[config.mk]
export PLATFORM = sky130hd
export DESIGN_NAME = mcycle_sequencer
export DESIGN_NICKNAME = d
export VERILOG_FILES = /design/src/rtl/seq_pkg.sv /design/src/rtl/seq_onehot_counter.sv /design/src/rtl/seq_hold_fsm.sv /design/src/rtl/mcycle_sequencer.sv
export SDC_FILE = /design/constraint.sdc
export NUM_CORES = 1
export LEC_CHECK = 0
export ABC_CLOCK_PERIOD_IN_PS = 1530
export BUFFER_PORTS_ARGS = -buffer_cell sky130_fd_sc_hd__buf_4
export CORE_UTILIZATION = 40
export CTS_CLUSTER_SIZE = 24
export DETAILED_ROUTE_END_ITERATION = 8
export GPL_TIMING_DRIVEN = 0
export PLACE_DENSITY = 0.77
export SLEW_MARGIN = 20
export SYNTH_ARGS = -nofsm -noshare
export SYNTH_HDL_FRONTEND = slang
export SYNTH_HIERARCHICAL = 1
export SYNTH_SLANG_ARGS = --single-unit
[constraint.sdc]
create_clock -name clk -period 1.53 [get_ports clk]
set_input_delay 0.306 -clock clk [delete_from_list [all_inputs] [get_ports clk]]
set_output_delay 0.306 -clock clk [all_outputs]
set_load 0.01 [all_outputs]
[src/rtl/seq_pkg.sv]
package seq_pkg;

    typedef enum logic [1:0] {
        PH_RUN   = 2'd0,
        PH_HOLD1 = 2'd1,
        PH_HOLD2 = 2'd2
    } hold_phase_e;

endpackage

[src/rtl/seq_onehot_counter.sv]
module seq_onehot_counter #(
    parameter int WIDTH    = 6,
    parameter bit SATURATE = 1'b0
) (
    input  logic             clk,
    input  logic             rst,
    input  logic             clear,
    input  logic             advance,
    output logic [WIDTH-1:0] state
);

    localparam logic [WIDTH-1:0] FIRST = {{(WIDTH-1){1'b0}}, 1'b1};

    logic [WIDTH-1:0] state_q;
    logic [WIDTH-1:0] stepped;

    generate
        if (SATURATE) begin : g_sat
            always_comb begin
                if (state_q[WIDTH-1]) begin
                    stepped = state_q;
                end else begin
                    stepped = state_q << 1;
                end
            end
        end else begin : g_wrap
            always_comb begin
                stepped = {state_q[WIDTH-2:0], state_q[WIDTH-1]};
            end
        end
    endgenerate

    always_ff @(posedge clk) begin
        if (clear) begin
            state_q <= FIRST;
        end else if (advance) begin
            state_q <= stepped;
        end
    end

    assign state = state_q;


    onehot_state_chk: assert property (@(posedge clk) disable iff (rst)
        $countones(state_q) == 1);

    generate
        if (SATURATE) begin : g_sat_chk

            top_saturates_chk: assert property (@(posedge clk) disable iff (rst)
                (state_q[WIDTH-1] && !clear) |=> state_q[WIDTH-1]);
        end
    endgenerate

endmodule

[src/rtl/seq_hold_fsm.sv]
module seq_hold_fsm
    import seq_pkg::*;
(
    input  logic clk,
    input  logic rst,
    input  logic cancel,
    input  logic irq,
    input  logic at_slot,
    output logic stall,
    output logic hold_first,
    output logic hold_second
);

    hold_phase_e phase_q;
    hold_phase_e phase_d;

    always_comb begin
        phase_d = PH_RUN;
        unique case (phase_q)
            PH_RUN: begin
                if (irq && at_slot && !cancel) begin
                    phase_d = PH_HOLD1;
                end
            end
            PH_HOLD1: begin
                if (!cancel) begin
                    phase_d = PH_HOLD2;
                end
            end
            PH_HOLD2: begin
                phase_d = PH_RUN;
            end
            default: begin
                phase_d = PH_RUN;
            end
        endcase
    end

    always_ff @(posedge clk) begin
        if (rst) begin
            phase_q <= PH_RUN;
        end else begin
            phase_q <= phase_d;
        end
    end

    always_comb begin
        hold_first  = 1'b0;
        hold_second = 1'b0;
        stall       = 1'b0;
        unique case (phase_q)
            PH_RUN: begin
                stall = (phase_d == PH_HOLD1);
            end
            PH_HOLD1: begin
                hold_first = 1'b1;
                stall      = !cancel;
            end
            PH_HOLD2: begin
                hold_second = 1'b1;
            end
            default: begin
                stall = 1'b0;
            end
        endcase
    end


    hold_pair_chk: assert property (@(posedge clk) disable iff (rst)
        (hold_first && !cancel) |=> hold_second);


    no_retrigger_chk: assert property (@(posedge clk) disable iff (rst)
        hold_second |=> !hold_first);


    cancel_clears_chk: assert property (@(posedge clk) disable iff (rst)
        cancel |=> (!hold_first && !hold_second));

endmodule

[src/rtl/mcycle_sequencer.sv]
module mcycle_sequencer #(
    parameter int NUM_M = 6,
    parameter int NUM_T = 6
) (
    input  logic             clk,
    input  logic             rst,
    input  logic             set_first_i,
    input  logic             next_cycle_i,
    input  logic             irq_service_i,
    output logic [NUM_M-1:0] mcyc_o,
    output logic [NUM_T-1:0] tclk_o,
    output logic             hold_first_o,
    output logic             hold_second_o,
    output logic             ir_load_o
);

    localparam int HOLD_T_IDX = 1;
    localparam int LOAD_T_IDX = HOLD_T_IDX + 1;
    localparam int LAST_T_IDX = NUM_T - 1;

    logic m_clear;
    logic m_adv;
    logic t_clear;
    logic t_adv;
    logic stall;
    logic at_slot;
    logic ctrl_any;

    assign ctrl_any = set_first_i || next_cycle_i;
    assign at_slot  = mcyc_o[0] && tclk_o[HOLD_T_IDX];

    seq_hold_fsm u_hold (
        .clk        (clk),
        .rst        (rst),
        .cancel     (ctrl_any),
        .irq        (irq_service_i),
        .at_slot    (at_slot),
        .stall      (stall),
        .hold_first (hold_first_o),
        .hold_second(hold_second_o)
    );

    assign t_clear = rst || ctrl_any;
    assign t_adv   = !stall;
    assign m_clear = rst || set_first_i;
    assign m_adv   = next_cycle_i || (tclk_o[LAST_T_IDX] && t_adv);

    seq_onehot_counter #(
        .WIDTH   (NUM_T),
        .SATURATE(1'b0)
    ) u_tcnt (
        .clk    (clk),
        .rst    (rst),
        .clear  (t_clear),
        .advance(t_adv),
        .state  (tclk_o)
    );

    seq_onehot_counter #(
        .WIDTH   (NUM_M),
        .SATURATE(1'b1)
    ) u_mcnt (
        .clk    (clk),
        .rst    (rst),
        .clear  (m_clear),
        .advance(m_adv),
        .state  (mcyc_o)
    );

    assign ir_load_o = mcyc_o[0] && tclk_o[LOAD_T_IDX] && !hold_first_o && !hold_second_o;


    restart_wins_chk: assert property (@(posedge clk) disable iff (rst)
        set_first_i |=> (mcyc_o[0] && tclk_o[0]));


    next_cycle_chk: assert property (@(posedge clk) disable iff (rst)
        (next_cycle_i && !set_first_i) |=> tclk_o[0]);


    frozen_first_chk: assert property (@(posedge clk) disable iff (rst)
        hold_first_o |-> (tclk_o == $past(tclk_o)));


    frozen_second_chk: assert property (@(posedge clk) disable iff (rst)
        hold_second_o |-> (tclk_o == $past(tclk_o)));


    load_after_t2_chk: assert property (@(posedge clk) disable iff (rst)
        ir_load_o |-> $past(tclk_o[HOLD_T_IDX]));

endmodule

==> results.md <==
Routing:
- The initial detailed-routing violation count is 9.
- In the final routed layout, each cell accounts on average for 10.9 um.
- In the routed layout, each cell is associated on average with a via count of 4.91.
- The total wire length after detailed routing is 1040 um.
- The total vias in the final route is 466.
- Before antenna repair, the detailed router went through 4 iterations.
- The number of routed nets with antenna violations is 0.
- The residual DRC count is 0.

Setup path:
- Counting both buffers and inverters, the worst setup path holds a total of 1.
- The endpoint identified for the worst register-to-register timing path is u_mcnt/state[2].
- The worst setup path is launched from a flip-flop.
- The class of the most critical setup path is reg2out.
- The arrival time of the worst setup path is 1.14 ns.
- The critical path goes through and2b_2, nor3_2, buf_4.
- The worst register-to-register path has a depth of 8.
- The worst endpoint required time is 1.22 ns.
- The peak per-stage delay on the critical path is 0.35 ns.
- In this design, the largest share of critical-path delay is due to simple AND/OR/NAND/NOR gates.
- In this run the worst path has a maximum fanout of 5.
- The worst setup slack for register-to-register paths is 0.09 ns.
- The critical-path cell with the highest stage delay is sky130_fd_sc_hd__dfxtp_2.
- The source of the worst register-to-register timing path is u_mcnt/state[0].
- STA classifies the critical path endpoint as a primary output.

Floorplan:
- The die is 40.8 um wide.
- In this run the vertical extent of the chip is 40.8 um.
- The area of the core is 1350 um^2.
- After floorplanning, the core was divided into 13 placement rows.
- In this run the count of I/O pins placed on the die edge is 20.
- The floorplan step defined a die boundary enclosing 1660 um^2.
- The initial core utilization is 44.5%.

CTS:
- In this run the post-CTS setup repair buffer count came out at 0.
- After clock tree synthesis, the clock-pin slew on the worst setup and hold paths is 0.08 ns.
- The maximum level of the CTS H-tree is 1.
- Clock tree synthesis found a total of 14 sinks.
- The tree is rooted in a sky130_fd_sc_hd__clkbuf_4.
- The post-cts hold buffer count is 0.
- No sink is reached through more buffers than the 2 on the longest clock path.
- The clock latency at the later pin of the worst-skew pair is 0.27 ns.
- Post-CTS repair changed the size of 0 cells.
- TritonCTS built the clock tree.
- The number of buffers added by the clock tree synthesis step is 3.

Synth:
- The commonest cells after synthesis are sky130_fd_sc_hd__dfxtp_1 (14), sky130_fd_sc_hd__mux2i_1 (8), sky130_fd_sc_hd__nor2_1 (6), sky130_fd_sc_hd__nand2b_1 (4).
- In the synthesized netlist, mux cells make up 13.3% of the area.
- The area fraction of the dominant cell type after synthesis is 46.7%.
- The cell area after technology mapping is 601 um^2.
- The most repeated cell in the gate-level netlist after synthesis is sky130_fd_sc_hd__dfxtp_1.
- During synthesis, Yosys emitted a total of 6 warnings.
- The sequential share of the synthesized area is 46.7%.
- Ranked by total cell area, the synthesized netlist is headed by sky130_fd_sc_hd__dfxtp_1 (47%), sky130_fd_sc_hd__mux2i_1 (13%), sky130_fd_sc_hd__nand2b_1 (4.2%).
- The fraction of the mapped netlist area in simple logic gates is 28.3%.
- Of the total synthesized cell area, the portion taken by XOR and XNOR cells is 0%.
- The number of library cell types mapped by synthesis is 25.
- The number of enable flip-flop cells after synthesis is 0.
- The average cell area after synthesis is 10.5 um^2.
- The flop and latch count out of synthesis is 14.
- The number of nets handed over by synthesis was 62.
- In the synthesized netlist, the number of instances is 57.
- The synthesized netlist devotes 0% of its cell area to adder and majority cells.
- The proportion of synthesized flip-flops having asynchronous set or reset is 0%.
- Summing the areas of all compound-gate instances in the mapped netlist gives 6.67% of the synthesized area.
- The cell type contributing the most total cell area after synthesis is sky130_fd_sc_hd__dfxtp_1.
- The most instantiated flip-flop cell in the synthesis netlist is sky130_fd_sc_hd__dfxtp_1.
- By area, the combinational part of the netlist is dominated by simple AND/OR/NAND/NOR gates.

Min path:
- Counting instances, the worst hold path has a depth of 2.
- The path class of the tightest hold or removal check is in2reg.
- The destination of the worst hold path is u_hold/phase_q[0].
- The startpoint identified for the worst hold timing path is rst.

STA:
- The headroom to the max-slew limit is 86.8%.
- The post-route fraction of the period consumed by the critical path is 94.5%.
- The count of final max-slew check failures is 0.
- Setup violations remaining at the end of the flow were counted as 0.
- The shortest clock period the worst path allows after layout is 1.45 ns.
- At the pin with the least slew margin, the transition time is 0.198 ns.
- The final number of hold-violating endpoints came to 0.
- The worst clock skew is 0.00136 ns.
- For this run, the top clock speed supported by timing is 692 MHz.

Placed design:
- Buffers placed on the I/O ports in this run total 19.
- The area after detailed placement is 762 um^2.
- The cell count after placement is 91.
- Detailed placement finished with a half-perimeter wire length of 786 um.
- Routability-driven placement finished with a final weighted congestion of 0.651.

Global routing:
- The via count of the first global-routing pass is 403.
- Across every metal layer, demand over resource in global routing totals 15.1%.
- The initial antenna violation count is 0.
- After global routing the overflow that remains totals 0.
- The first global-routing pass estimated 1590 um of wire.
- The largest net degree at the start of global routing is 9.

Pwr:
- The power density over the cells is 843 nW/um^2.
- The total leakage power is 0.000393 uW.
- Across the VDD grid, the largest voltage drop is 0.776 mV.

Cells and area:
- The total number of nets in the final design is 86.
- Compared with the post-synthesis result, the final layout area differs by 35.0%.
- The repair_antennas step left the layout with diodes totalling 0.
- The post-route standard cell area excluding fillers is 811 um^2.
- The count of filler cells inserted in the layout is 137.
- In the final layout, the share of cells above drive strength 1 is 46.3%.
- The final cell count without fillers is 95.

Status:
- The flow ran to the end, and the final reports show no timing, DRC or antenna violations.

Job:
- The tool flagged a number of max-cap violations equal to 0.
-- stage by stage --
stage | worst slack [ns] | TNS, ns | hold WS, ns | power [uW] | utilization (%)
global placement | -0.133 | -0.555 | 0.477 | 436 | 56.4
floorplan | 0.0519 | 0 | 0.379 | 413 | -
finish | 0.0840 | 0 | 0.212 | 684 | 60.1
CTS | 0.0101 | 0 | 0.212 | 696 | 59.1
detailed placement | -0.127 | -0.539 | 0.487 | 436 | 56.4
global route | -0.00421 | -0.00421 | 0.193 | 725 | 60.1
-- metal layers --
| metal | track usage (%) | vias up | share of wire (%) |
|---|---|---|---|
| met5 | 0 | - | 0 |
| met4 | 5.00 | 0 | 0 |
| met3 | 8.15 | 0 | 8.7 |
| met2 | 25.0 | 19 | 45 |
| met1 | 16.3 | 204 | 46 |
| li1 | - | 243 | - |
-- logic make-up after synthesis --
kind of cell,Yosys count
muxes,8
buffers and inverters,4
DFF,14
AOI/OAI and AO/OA,6
and+or+nand+nor,25
-- cells in the final DEF, fill, tap and decap left out, drive strengths merged, types with 2 or more instances in the layout --
cell type	n
or2	2
nor3	2
nand2b	4
nor2b	3
dfxtp	14
nor2	6
a21oi	2
mux2i	8
buf	21
clkbuf	4
inv	2
-- registers in the layout, summed over array words and instances (netlist names) --
name and count:
u_hold/phase_q 2, u_tcnt/state 6, u_mcnt/state 6
-- how the worst max path moves through the flow --
stage / startpoint / to / slack, ns / depth (start not counted)
2_1_floorplan: next_cycle_i / u_mcnt/state[2] / 0.05 / 7
3_3_place_gp: next_cycle_i / u_mcnt/state[2] / -0.13 / 8
3_5_place_dp: next_cycle_i / u_mcnt/state[2] / -0.13 / 8
4_1_cts: u_mcnt/state[0] / u_mcnt/state[2] / 0.01 / 8
5_1_grt: u_hold/phase_q[0] / ir_load_o / -0.004 / 3
6_report: u_hold/phase_q[0] / ir_load_o / 0.08 / 3
-- cell type report --
cell class | instances | area, um^2 | share of cell area, %
Multi-Input combinational cell | 39 | 295 | 36.4
Sequential cell | 14 | 288 | 35.5
Timing Repair Buffer | 19 | 143 | 17.6
Clock buffer | 4 | 36.3 | 4.48
Buffer | 2 | 22.5 | 2.78
Tap cell | 15 | 18.8 | 2.31
Inverter | 2 | 7.51 | 0.926
-- where the power goes --
part           leakage, uW  switching (uW)  internal [uW]
Combinational     0.000257            22.6           30.7
Clock            0.0000210             112            145
Sequential        0.000115            4.28            369
No activity file was read; power rests on OpenSTA's default activity.
